[config.mk]
export PLATFORM = sky130hd
export DESIGN_NAME = dualrole_regs
export DESIGN_NICKNAME = d
export VERILOG_FILES = /design/src/rtl/drc_pkg.sv /design/src/rtl/drc_line_sync.sv /design/src/rtl/drc_role_track.sv /design/src/rtl/drc_int_status.sv /design/src/rtl/dualrole_regs.sv
export SDC_FILE = /design/constraint.sdc
export NUM_CORES = 1
export LEC_CHECK = 0
export BUFFER_PORTS_ARGS = -buffer_cell sky130_fd_sc_hd__buf_2
export CAP_MARGIN = 20
export CELL_PAD_IN_SITES_DETAIL_PLACEMENT = 0
export CELL_PAD_IN_SITES_GLOBAL_PLACEMENT = 2
export CORE_MARGIN = 2
export CORE_UTILIZATION = 32
export CTS_CLUSTER_DIAMETER = 150
export DETAILED_ROUTE_END_ITERATION = 12
export PLACE_DENSITY_LB_ADDON = 0.1
export SLEW_MARGIN = 15
export SYNTH_ARGS = -nofsm -noshare
export SYNTH_HDL_FRONTEND = slang
export SYNTH_SLANG_ARGS = --single-unit
[constraint.sdc]
create_clock -name clk -period 1.6 [get_ports clk]
set_input_delay 0.32 -clock clk [delete_from_list [all_inputs] [get_ports clk]]
set_output_delay 0.32 -clock clk [all_outputs]
set_load 0.01 [all_outputs]
[src/rtl/drc_pkg.sv]
package drc_pkg;
  localparam int OFS_CTRL = 'h00;
  localparam int OFS_PHY  = 'h04;
  localparam int OFS_IEN  = 'h08;
  localparam int OFS_ISTS = 'h0C;
  localparam int OFS_STAT = 'h10;

  localparam int INT_W = 14;
  localparam logic [INT_W-1:0] INT_MASK = 14'h2FFF;

  localparam int IB_SWAP = 0;
  localparam int IB_VERR = 1;
  localparam int IB_SRPF = 2;
  localparam int IB_HNPF = 3;
  localparam int IB_IDLE = 4;
  localparam int IB_ID   = 5;
  localparam int IB_PERI = 6;
  localparam int IB_HOST = 7;
  localparam int IB_BV   = 8;
  localparam int IB_AV   = 9;
  localparam int IB_VV   = 10;
  localparam int IB_SE   = 11;
  localparam int IB_SRPD = 13;

  localparam int LN_W   = 6;
  localparam int LN_ID  = 0;
  localparam int LN_SE  = 1;
  localparam int LN_BV  = 2;
  localparam int LN_AV  = 3;
  localparam int LN_VV  = 4;
  localparam int LN_PWR = 5;

  typedef enum logic [3:0] {
    RS_A_IDLE   = 4'd0,  RS_A_VRISE  = 4'd1,  RS_A_BCON  = 4'd2,
    RS_A_HOST   = 4'd3,  RS_A_SUSP   = 4'd4,  RS_A_PERI  = 4'd5,
    RS_A_VFALL  = 4'd6,  RS_A_VERR   = 4'd7,  RS_B_IDLE  = 4'd8,
    RS_B_SRP    = 4'd9,  RS_B_PERI   = 4'd10, RS_B_ACON  = 4'd11,
    RS_B_HOST   = 4'd12
  } role_e;

  function automatic logic f_is_host(input role_e r);
    return (r == RS_A_HOST) || (r == RS_A_SUSP) || (r == RS_B_HOST);
  endfunction

  function automatic logic f_is_peri(input role_e r);
    return (r == RS_A_PERI) || (r == RS_B_PERI);
  endfunction

  function automatic logic f_is_idle(input role_e r);
    return (r == RS_A_IDLE) || (r == RS_B_IDLE);
  endfunction

  // Next value of one sticky flag: a set beats a clear.
  function automatic logic f_flag_next(input logic cur, input logic clr, input logic set);
    return set | (cur & ~clr);
  endfunction
endpackage

[src/rtl/drc_line_sync.sv]
module drc_line_sync #(
  parameter int W      = 6,
  parameter int STAGES = 2
) (
  input  logic         clk,
  input  logic         rst_n,
  input  logic [W-1:0] raw_i,
  output logic [W-1:0] live_o,
  output logic [W-1:0] edge_o
);
  localparam int CHAIN = STAGES + 1;

  for (genvar b = 0; b < W; b++) begin : g_bit
    logic [CHAIN-1:0] chain_q;
    always_ff @(posedge clk or negedge rst_n) begin
      if (!rst_n) chain_q <= '0;
      else        chain_q <= {chain_q[CHAIN-2:0], raw_i[b]};
    end
    assign live_o[b] = chain_q[STAGES-1];
    assign edge_o[b] = chain_q[STAGES-1] ^ chain_q[STAGES];
  end
endmodule

[src/rtl/drc_role_track.sv]
module drc_role_track import drc_pkg::*; (
  input  logic  clk,
  input  logic  rst_n,
  input  role_e role_i,
  output logic  ev_idle,
  output logic  ev_host,
  output logic  ev_peri,
  output logic  ev_swap,
  output logic  ev_verr,
  output logic  ev_vfall,
  output logic  ev_hnp_clr,
  output logic  is_host,
  output logic  is_peri,
  output logic  in_verr
);
  role_e prev_q;

  always_ff @(posedge clk or negedge rst_n) begin
    if (!rst_n) prev_q <= RS_A_IDLE;
    else        prev_q <= role_i;
  end

  assign is_host  = f_is_host(role_i);
  assign is_peri  = f_is_peri(role_i);
  assign in_verr  = (role_i == RS_A_VERR);

  assign ev_idle  = f_is_idle(role_i) && !f_is_idle(prev_q);
  assign ev_host  = f_is_host(role_i) && !f_is_host(prev_q);
  assign ev_peri  = f_is_peri(role_i) && !f_is_peri(prev_q);
  assign ev_swap  = (f_is_host(prev_q) && f_is_peri(role_i)) ||
                    (f_is_peri(prev_q) && f_is_host(role_i));
  assign ev_verr  = in_verr && (prev_q != RS_A_VERR);
  assign ev_vfall = (role_i == RS_A_VFALL) && (prev_q != RS_A_VFALL);
  assign ev_hnp_clr = ev_idle ||
                      ((prev_q == RS_A_SUSP) && (role_i == RS_A_PERI)) ||
                      ((prev_q == RS_B_PERI) && (role_i == RS_B_ACON));

  // a role swap is always also an entry into host or peripheral
  a_r8_swap_is_entry: assert property (@(posedge clk) disable iff (!rst_n)
    ev_swap |-> (ev_host || ev_peri));
endmodule

[src/rtl/drc_int_status.sv]
module drc_int_status import drc_pkg::*; (
  input  logic             clk,
  input  logic             rst_n,
  input  logic [INT_W-1:0] set_i,
  input  logic             clr_wr_i,
  input  logic [INT_W-1:0] clr_data_i,
  input  logic [INT_W-1:0] ien_i,
  output logic [INT_W-1:0] sts_o,
  output logic             irq_o
);
  logic [INT_W-1:0] sts_q;
  logic             irq_q;

  for (genvar k = 0; k < INT_W; k++) begin : g_flag
    if (INT_MASK[k]) begin : g_live
      always_ff @(posedge clk or negedge rst_n) begin
        if (!rst_n) sts_q[k] <= 1'b0;
        else        sts_q[k] <= f_flag_next(sts_q[k], clr_wr_i & clr_data_i[k], set_i[k]);
      end
      // a hardware set survives any same-cycle clear
      a_r7_set_wins: assert property (@(posedge clk) disable iff (!rst_n)
        set_i[k] |=> sts_q[k]);
      // writing 0 to a set flag keeps it
      a_r7_zero_keeps: assert property (@(posedge clk) disable iff (!rst_n)
        (clr_wr_i && !clr_data_i[k] && sts_q[k]) |=> sts_q[k]);
    end else begin : g_hole
      assign sts_q[k] = 1'b0;
    end
  end

  always_ff @(posedge clk or negedge rst_n) begin
    if (!rst_n) irq_q <= 1'b0;
    else        irq_q <= |(sts_q & ien_i);
  end

  assign sts_o = sts_q;
  assign irq_o = irq_q;

  // an enabled pending flag drives the line on the next edge
  a_r10_irq_raise: assert property (@(posedge clk) disable iff (!rst_n)
    ((sts_q & ien_i) != '0) |=> irq_o);
endmodule

[src/rtl/dualrole_regs.sv]
module dualrole_regs import drc_pkg::*; #(
  parameter int ADDR_W = 5,
  parameter int DATA_W = 32
) (
  input  logic              clk,
  input  logic              rst_n,
  input  logic [ADDR_W-1:0] bus_addr,
  input  logic              bus_wr,
  input  logic [DATA_W-1:0] bus_wdata,
  output logic [DATA_W-1:0] bus_rdata,
  input  logic              id_i,
  input  logic              sess_end_i,
  input  logic              bvalid_i,
  input  logic              avalid_i,
  input  logic              vbus_valid_i,
  input  logic              pwr_stat_i,
  input  logic [3:0]        role_i,
  input  logic              srp_fail_i,
  input  logic              hnp_fail_i,
  input  logic              srp_det_i,
  output logic              irq_o,
  output logic              vbus_en_o
);
  localparam int WSEL_W = ADDR_W - 2;

  // ---------------- address decode ----------------
  logic              aligned;
  logic [WSEL_W-1:0] wsel;
  logic              wr_ctrl, wr_phy, wr_ien, wr_ists;

  assign aligned = (bus_addr[1:0] == 2'b00);
  assign wsel    = bus_addr[ADDR_W-1:2];
  assign wr_ctrl = bus_wr && aligned && (wsel == WSEL_W'(OFS_CTRL / 4));
  assign wr_phy  = bus_wr && aligned && (wsel == WSEL_W'(OFS_PHY / 4));
  assign wr_ien  = bus_wr && aligned && (wsel == WSEL_W'(OFS_IEN / 4));
  assign wr_ists = bus_wr && aligned && (wsel == WSEL_W'(OFS_ISTS / 4));

  logic unused_wdata_hi;
  assign unused_wdata_hi = ^bus_wdata[DATA_W-1:INT_W];

  // ---------------- line synchroniser ----------------
  logic [LN_W-1:0] lines_raw, live, line_edge;
  assign lines_raw = {pwr_stat_i, vbus_valid_i, avalid_i, bvalid_i, sess_end_i, id_i};

  drc_line_sync #(.W(LN_W), .STAGES(2)) u_sync (
    .clk(clk), .rst_n(rst_n), .raw_i(lines_raw), .live_o(live), .edge_o(line_edge)
  );

  // ---------------- role tracking ----------------
  logic ev_idle, ev_host, ev_peri, ev_swap, ev_verr, ev_vfall, ev_hnp_clr;
  logic is_host, is_peri, in_verr;

  drc_role_track u_role (
    .clk(clk), .rst_n(rst_n), .role_i(role_e'(role_i)),
    .ev_idle(ev_idle), .ev_host(ev_host), .ev_peri(ev_peri), .ev_swap(ev_swap),
    .ev_verr(ev_verr), .ev_vfall(ev_vfall), .ev_hnp_clr(ev_hnp_clr),
    .is_host(is_host), .is_peri(is_peri), .in_verr(in_verr)
  );

  // ---------------- PHY control ----------------
  logic phy_en_q, id_det_q, en_pol_q, st_pol_q;

  always_ff @(posedge clk or negedge rst_n) begin
    if (!rst_n) begin
      phy_en_q <= 1'b0; id_det_q <= 1'b0; en_pol_q <= 1'b0; st_pol_q <= 1'b0;
    end else if (wr_phy) begin
      phy_en_q <= bus_wdata[0];
      id_det_q <= bus_wdata[1];
      en_pol_q <= bus_wdata[4];
      st_pol_q <= bus_wdata[5];
    end
  end

  // Named event wires for the checks below
  logic id_chg_ev, req_clr_ev;
  assign id_chg_ev  = line_edge[LN_ID] & id_det_q;
  assign req_clr_ev = id_chg_ev | ev_vfall | srp_fail_i;

  // ---------------- control word ----------------
  logic drop_q, busreq_q, hnp_q, dr_en_q, wake_q;

  always_ff @(posedge clk or negedge rst_n) begin
    if (!rst_n) begin
      drop_q <= 1'b0; busreq_q <= 1'b0; hnp_q <= 1'b0; dr_en_q <= 1'b0; wake_q <= 1'b0;
    end else begin
      if (wr_ctrl) begin
        drop_q  <= bus_wdata[0];
        dr_en_q <= bus_wdata[4];
        wake_q  <= bus_wdata[5];
      end
      if (req_clr_ev)   busreq_q <= 1'b0;
      else if (wr_ctrl) busreq_q <= bus_wdata[1] & ~bus_wdata[0];
      if (ev_hnp_clr)   hnp_q <= 1'b0;
      else if (wr_ctrl) hnp_q <= bus_wdata[2];
    end
  end

  // ---------------- interrupt enable ----------------
  logic [INT_W-1:0] ien_q;
  always_ff @(posedge clk or negedge rst_n) begin
    if (!rst_n)      ien_q <= '0;
    else if (wr_ien) ien_q <= bus_wdata[INT_W-1:0] & INT_MASK;
  end

  // ---------------- interrupt status ----------------
  logic [INT_W-1:0] sts_set, ists;
  always_comb begin
    sts_set           = '0;
    sts_set[IB_SWAP]  = ev_swap;
    sts_set[IB_VERR]  = ev_verr;
    sts_set[IB_SRPF]  = srp_fail_i;
    sts_set[IB_HNPF]  = hnp_fail_i;
    sts_set[IB_IDLE]  = ev_idle;
    sts_set[IB_ID]    = id_chg_ev;
    sts_set[IB_PERI]  = ev_peri;
    sts_set[IB_HOST]  = ev_host;
    sts_set[IB_BV]    = line_edge[LN_BV];
    sts_set[IB_AV]    = line_edge[LN_AV];
    sts_set[IB_VV]    = line_edge[LN_VV];
    sts_set[IB_SE]    = line_edge[LN_SE];
    sts_set[IB_SRPD]  = srp_det_i;
  end

  drc_int_status u_ists (
    .clk(clk), .rst_n(rst_n), .set_i(sts_set), .clr_wr_i(wr_ists),
    .clr_data_i(bus_wdata[INT_W-1:0]), .ien_i(ien_q), .sts_o(ists), .irq_o(irq_o)
  );

  // ---------------- power switch ----------------
  logic vbus_drive, pwr_ok, over_cur;
  assign vbus_drive = dr_en_q & busreq_q & ~live[LN_ID];
  assign pwr_ok     = live[LN_PWR] ^ st_pol_q;
  assign over_cur   = in_verr | (vbus_drive & ~pwr_ok);
  assign vbus_en_o  = vbus_drive ^ en_pol_q;

  // ---------------- read mux ----------------
  always_comb begin
    bus_rdata = '0;
    if (aligned) begin
      case (wsel)
        WSEL_W'(OFS_CTRL / 4): bus_rdata = DATA_W'({wake_q, dr_en_q, 1'b0, hnp_q, busreq_q, drop_q});
        WSEL_W'(OFS_PHY / 4):  bus_rdata = DATA_W'({st_pol_q, en_pol_q, 2'b00, id_det_q, phy_en_q});
        WSEL_W'(OFS_IEN / 4):  bus_rdata = DATA_W'(ien_q);
        WSEL_W'(OFS_ISTS / 4): bus_rdata = DATA_W'(ists);
        WSEL_W'(OFS_STAT / 4): bus_rdata = DATA_W'({is_host, is_peri, live[LN_VV], live[LN_AV],
                                                   live[LN_BV], live[LN_SE], live[LN_ID], over_cur});
        default:               bus_rdata = '0;
      endcase
    end
  end

  // ---------------- assertions ----------------
  // a write with the drop bit set leaves no bus request behind
  a_r3_drop_clears_req: assert property (@(posedge clk) disable iff (!rst_n)
    (wr_ctrl && bus_wdata[0]) |=> !busreq_q);
  // hardware clear events beat any software set
  a_r3_event_clears_req: assert property (@(posedge clk) disable iff (!rst_n)
    req_clr_ev |=> !busreq_q);
  // the four role transitions remove the role-swap enable
  a_r4_hnp_cleared: assert property (@(posedge clk) disable iff (!rst_n)
    ev_hnp_clr |=> !hnp_q);
  // with ID detection off the ID flag cannot rise
  a_r6_id_flag_gated: assert property (@(posedge clk) disable iff (!rst_n)
    (!id_det_q && !ists[IB_ID]) |=> !ists[IB_ID]);
endmodule

* Word-level counts from Yosys, hierarchy flattened
Index checks and enable logic that the tools add are counted.
** Cells by class
- Reductions and logical operators :: 35
- Eq/ne operators :: 21
- Bitwise gates (word level) :: 71
- Muxes and demuxes :: 6
** Operator list (count)
- $pmux W14 S5 :: 1
- $and A1 B1 Y1 :: 31
- $eq A4 B4 Y1 const B :: 7
- $eq A4 B3 Y1 const B :: 6
- $not A1 Y1 :: 16
- $or A1 B1 Y1 :: 16
- $and A14 B14 Y14 :: 1
- $logic_and A1 B1 Y1 :: 14
- $mux W14 :: 1
- $reduce_or A14 Y1 :: 1
- $logic_or A1 B1 Y1 :: 11
- $eq A4 B2 Y1 const B :: 2
- $logic_not A4 Y1 :: 2
- $ne A4 B3 Y1 const B :: 2
- $xor A1 B1 Y1 :: 7
- $eq A3 B2 Y1 const B :: 2
- $mux W1 :: 4
- $reduce_bool A2 Y1 :: 2
- $eq A3 B1 Y1 const B :: 1
- $eq A3 B3 Y1 const B :: 1
- $logic_not A1 Y1 :: 3
- $logic_not A3 Y1 :: 1
- $logic_not A2 Y1 :: 1
** Storage, ports and cells
- Output and inout port bits :: 34
- Input port bits :: 53
- Flip-flop bits (word level) :: 57
- Word-level logic and storage cells :: 164

* Longest topological paths before layout
- Depth after elaboration :: 7
- Depth in mapped cells :: 6
- Depth with buffers taken out :: 4

* By module
From an unflattened synthesis, not the netlist that was laid out.
** Second synthesis, totals
- Cell total of the unflattened synthesis :: 259
- Area total of the unflattened synthesis :: 2974.1 sq um
** By module, submodules not included
- dualrole_regs :: times used 1, area an instance 1524.0 sq um, cells an instance 143, sequential area each 550.5 sq um
- drc_int_status :: times used 1, area an instance 578.1 sq um, cells an instance 51, sequential area each 350.3 sq um
- drc_line_sync :: times used 1, area an instance 548.0 sq um, cells an instance 30, sequential area each 450.4 sq um
- drc_role_track :: times used 1, area an instance 324.1 sq um, cells an instance 35, sequential area each 100.1 sq um

* Worst setup path after synthesis
No wires, ideal clock.
- Kind :: input-to-output
- From :: input port bus_addr[2]
- To :: output port bus_rdata[3]
- Path buffers :: 2
- Data required time :: 1.280 ns
- Arrival time :: 1.266 ns
- Stages :: 5
- Path slack :: 0.014 ns
- Cells stage by stage :: buf_2 > buf_2 > mux2_2 > a22oi_1 > nor2_1
** Between the ends
- Longest elaborated chain between the ends :: 3
- Elaborated cells between the ends (all ways) :: 7
- Classes of those cells :: eq/ne (4); mux (2); reduce/logical (1)
** RTL lines
- from (decl) :: RTL line dualrole_regs.sv:7 : input logic [ADDR_W-1:0] bus_addr,
- $eq A3 B3 Y1 (tied with other cells) :: RTL line dualrole_regs.sv:140 : case (wsel)
- $pmux W14 S5 * :: RTL line dualrole_regs.sv:140
- $mux W14 * :: RTL line dualrole_regs.sv:139 : if (aligned) begin
- to (decl) :: RTL line dualrole_regs.sv:10 : output logic [DATA_W-1:0] bus_rdata,
Mark *: on every way between the ends. The rest lies on a longest branch, timed or not.

* Worst setup path after layout
- From :: register u_ists.sts_q[0] (netlist: u_ists.sts_o[0])
- To :: output port bus_rdata[0]
** Between the ends
- Longest elaborated chain between the ends :: 2
** RTL lines
- from (decl) :: RTL line drc_int_status.sv:11 : logic [INT_W-1:0] sts_q;
- from (signal, indexed assignment) :: RTL line drc_int_status.sv:18 : else sts_q[k] <= f_flag_next(sts_q[k], clr_wr_i & clr_data_i[k], set_i[k]);
- $pmux W14 S5 :: RTL line dualrole_regs.sv:140
- $mux W14 :: RTL line dualrole_regs.sv:139
Every way passes these cells.

==> impl_metrics.ini <==
[timing]
finalSetupTns_ns = -0.499
finalHoldViolCount = 0
fin_crit_sh = 1.20
finClkSkew_ns = 0.00573
period_needed_ns = 1.92
rsz0062_at_grt = yes
setup_viol = 6
slew_violations = 0
max_freq_ghz = 0.522
fin_ws_ns = -0.316

[placement]
port_buffers = 48
dp_hpwl_um = 5200
dp.cells = 419
dp_worst_setup_slack_ns = -0.146
gp_congestion = 0.769

[clock_network]
cts-root-buf = clkbuf_8
clock_sinks = 57
clk_pin_slew_worst_paths_ns = 0.06
cts_buffer_depth = 2
cts_max_level = 3
cts_made_buffers = 9
cts_tree = yes
clkLatencyLatePin_ns = 0.33

[power_and_ir_drop]
leakage_nw = 1.75
ir_drop_mv = 0.369
fin_total_pwr_mw = 3.54
powerDensity_mw_per_mm2 = 951

[synth]
synth_top_cell_by_area = dfrtp_1
yosysWarnings = 0
seq_area_frac_synth = 0.513
yosys-top-cells-area = dfrtp_1 51%, buf_4 5.7%, mux2_2 5.7%, mux2_4 5.4%, mux2i_1 3.6%
yosysUniqueCellTypes = 46
synth_edf_count = 0
syn_area_sq_mm = 0.00278
synth_cells = 235
avgSynthCellArea_sq_um = 11.8
ys_async_sr_fraction = 1.00
yosysTopAreaCellShare = 0.513
synth_seq_cells = 57
synthFlopType = dfrtp_1

[drt]
wl_per_cell_um = 15.6
drc = 0
drt_pass1_iterations = 4
wl_um = 7010
ant_nets = 0
via_per_inst = 4.63
drtIter0Drc = 69
vias = 2075

[die]
die_y_um = 97.2
pin_count = 87
start_util = 0.325
dieArea_sq_mm = 0.00945
die_x_um = 97.2
rows = 34
core_sq_mm = 0.00855

[worst_setup_path]
reg2regPathDepth = 3
rr_startpoint = u_role.prev_q[1]
crit_type = flop to output pin
end_kind = output pin
worstPathArrival_ns = 1.60
cp.required_ns = 1.28
worstReg2RegEnd = hnp_q
cp_max_fo = 2
r2r_slack_ns = 0.18
startpoint_type = flop

[layout]
layout_commonest_cell = dfrtp_1
finalNetCount = 390
fillers = 845
area_growth_pct = 33.7
most-common-layout-cells = 57 x dfrtp_1, 49 x buf_4, 43 x buf_2
diodes = 0
utilization = 0.435
drive_gt1_frac = 0.447
stdcell_count = 448

[global_routing]
grt_max_degree = 58
grt-ovfl-total = 0
grt_pass1_wl_um = 11200
track_usage = 0.156
grt_pass1_vias = 2087
grt_antenna_before_repair = 0

[worst_hold_path]
hp-class = input pin to flop
hold_end = u_sync.g_bit[3].chain_q[0]
worstHoldStart = avalid_i
hold_path_depth = 1

[status]
failed_checks = setup timing
status = finished with violations

[run]
cap_violations = 0
worst max-delay path: stages (launching register included):
cell and delay (ns):
dfrtp_1 0.39, mux4_2 0.47, nor2b_4 0.14, a21oi_2 0.09, nor2_1 0.04, buf_2 0.13
cells in the mapped netlist, drive strengths merged, types with 2 or more instances:
| cell type | count |
|---|---|
| a22o | 2 |
| xor2 | 6 |
| and2b | 2 |
| nor3 | 2 |
| clkbuf | 2 |
| a21oi | 9 |
| nand2 | 20 |
| nor4bb | 3 |
| dfrtp | 57 |
| nand2b | 3 |
| mux2 | 24 |
| nand3b | 4 |
| o2bb2ai | 2 |
| buf | 24 |
| nand4b | 2 |
| mux2i | 10 |
| a22oi | 8 |
| nor2 | 18 |
| a221oi | 2 |
| nand3 | 3 |
| o21ai | 2 |
| a21o | 10 |
| and2 | 2 |
cell families (layout without fill, tap and decap cells):
logic type	Yosys count	after routing	share of synthesized area
AO/OA/AOI/OAI	42	42	0.110
XOR/XNOR	7	7	0.0221
buffers and inverters	27	114	0.0684
flip-flops	57	57	0.513
multiplexers	35	35	0.155
other	1	19	0.00135
AND/OR/NAND/NOR	66	66	0.131
metrics by stage:
step / instance area [sq um] / hold slack, ns
after floorplan: 2850 / 0.0244
after global placement: 3330 / 0.332
after detailed placement: 3330 / 0.335
after CTS: 3590 / 0.0674
after global routing: 3720 / 0.0633
final: 3720 / 0.0900
flip-flops by register name, indices dropped and copies added (netlist names), 4 cells and up:
name                  cells
ien_q                    13
u_ists.sts_o             13
u_role.prev_q             4
u_sync.g_bit.chain_q     17
per-layer routing:
layer,routed length (um),part of all wire,GRT usage,vias to the layer above
met1,3370,0.48,0.217,998
met5,0,0,0,-
met4,127,0.018,0.0737,0
met2,3240,0.46,0.234,52
li1,-,-,-,1016
met3,280,0.040,0.0324,9
report_power, final:
group          total (mW)  switching [mW]  internal (mW)
sequential           1.71           0.112           1.59
combinational       0.671           0.279          0.391
clock                1.16           0.528          0.631
worst max-delay path by stage:
stage,startpoint,end,depth (start not counted)
after global placement,bus_addr[2],bus_rdata[0],6
after global routing,u_ists.sts_o[0],bus_rdata[0],5
after CTS,u_ists.sts_o[0],bus_rdata[0],5
after detailed placement,bus_addr[2],bus_rdata[0],6
final,u_ists.sts_o[0],bus_rdata[0],5
after floorplan,bus_addr[2],bus_rdata[3],5
area by class of cell:
| type | count | area [sq um] | area share |
|---|---|---|---|
| clock buffer | 14 | 163 | 0.0438 |
| sequential | 57 | 1430 | 0.384 |
| multi-input combinational | 169 | 1300 | 0.349 |
| tap | 108 | 135 | 0.0364 |
| timing repair buffer | 99 | 691 | 0.186 |
| inverter | 1 | 3.75 | 0.00101 |
repair_timing:
item | 4_1_cts | 5_1_grt
buffers inserted | 9 | 5
endpoints found under the setup margin | 13 | 14
pin swaps | 4 | 6
hold endpoints to repair | 40 | 0
gates resized for setup | 8 | 21
hold buffers | 1 | 0
(Power assumes the default switching activity.)
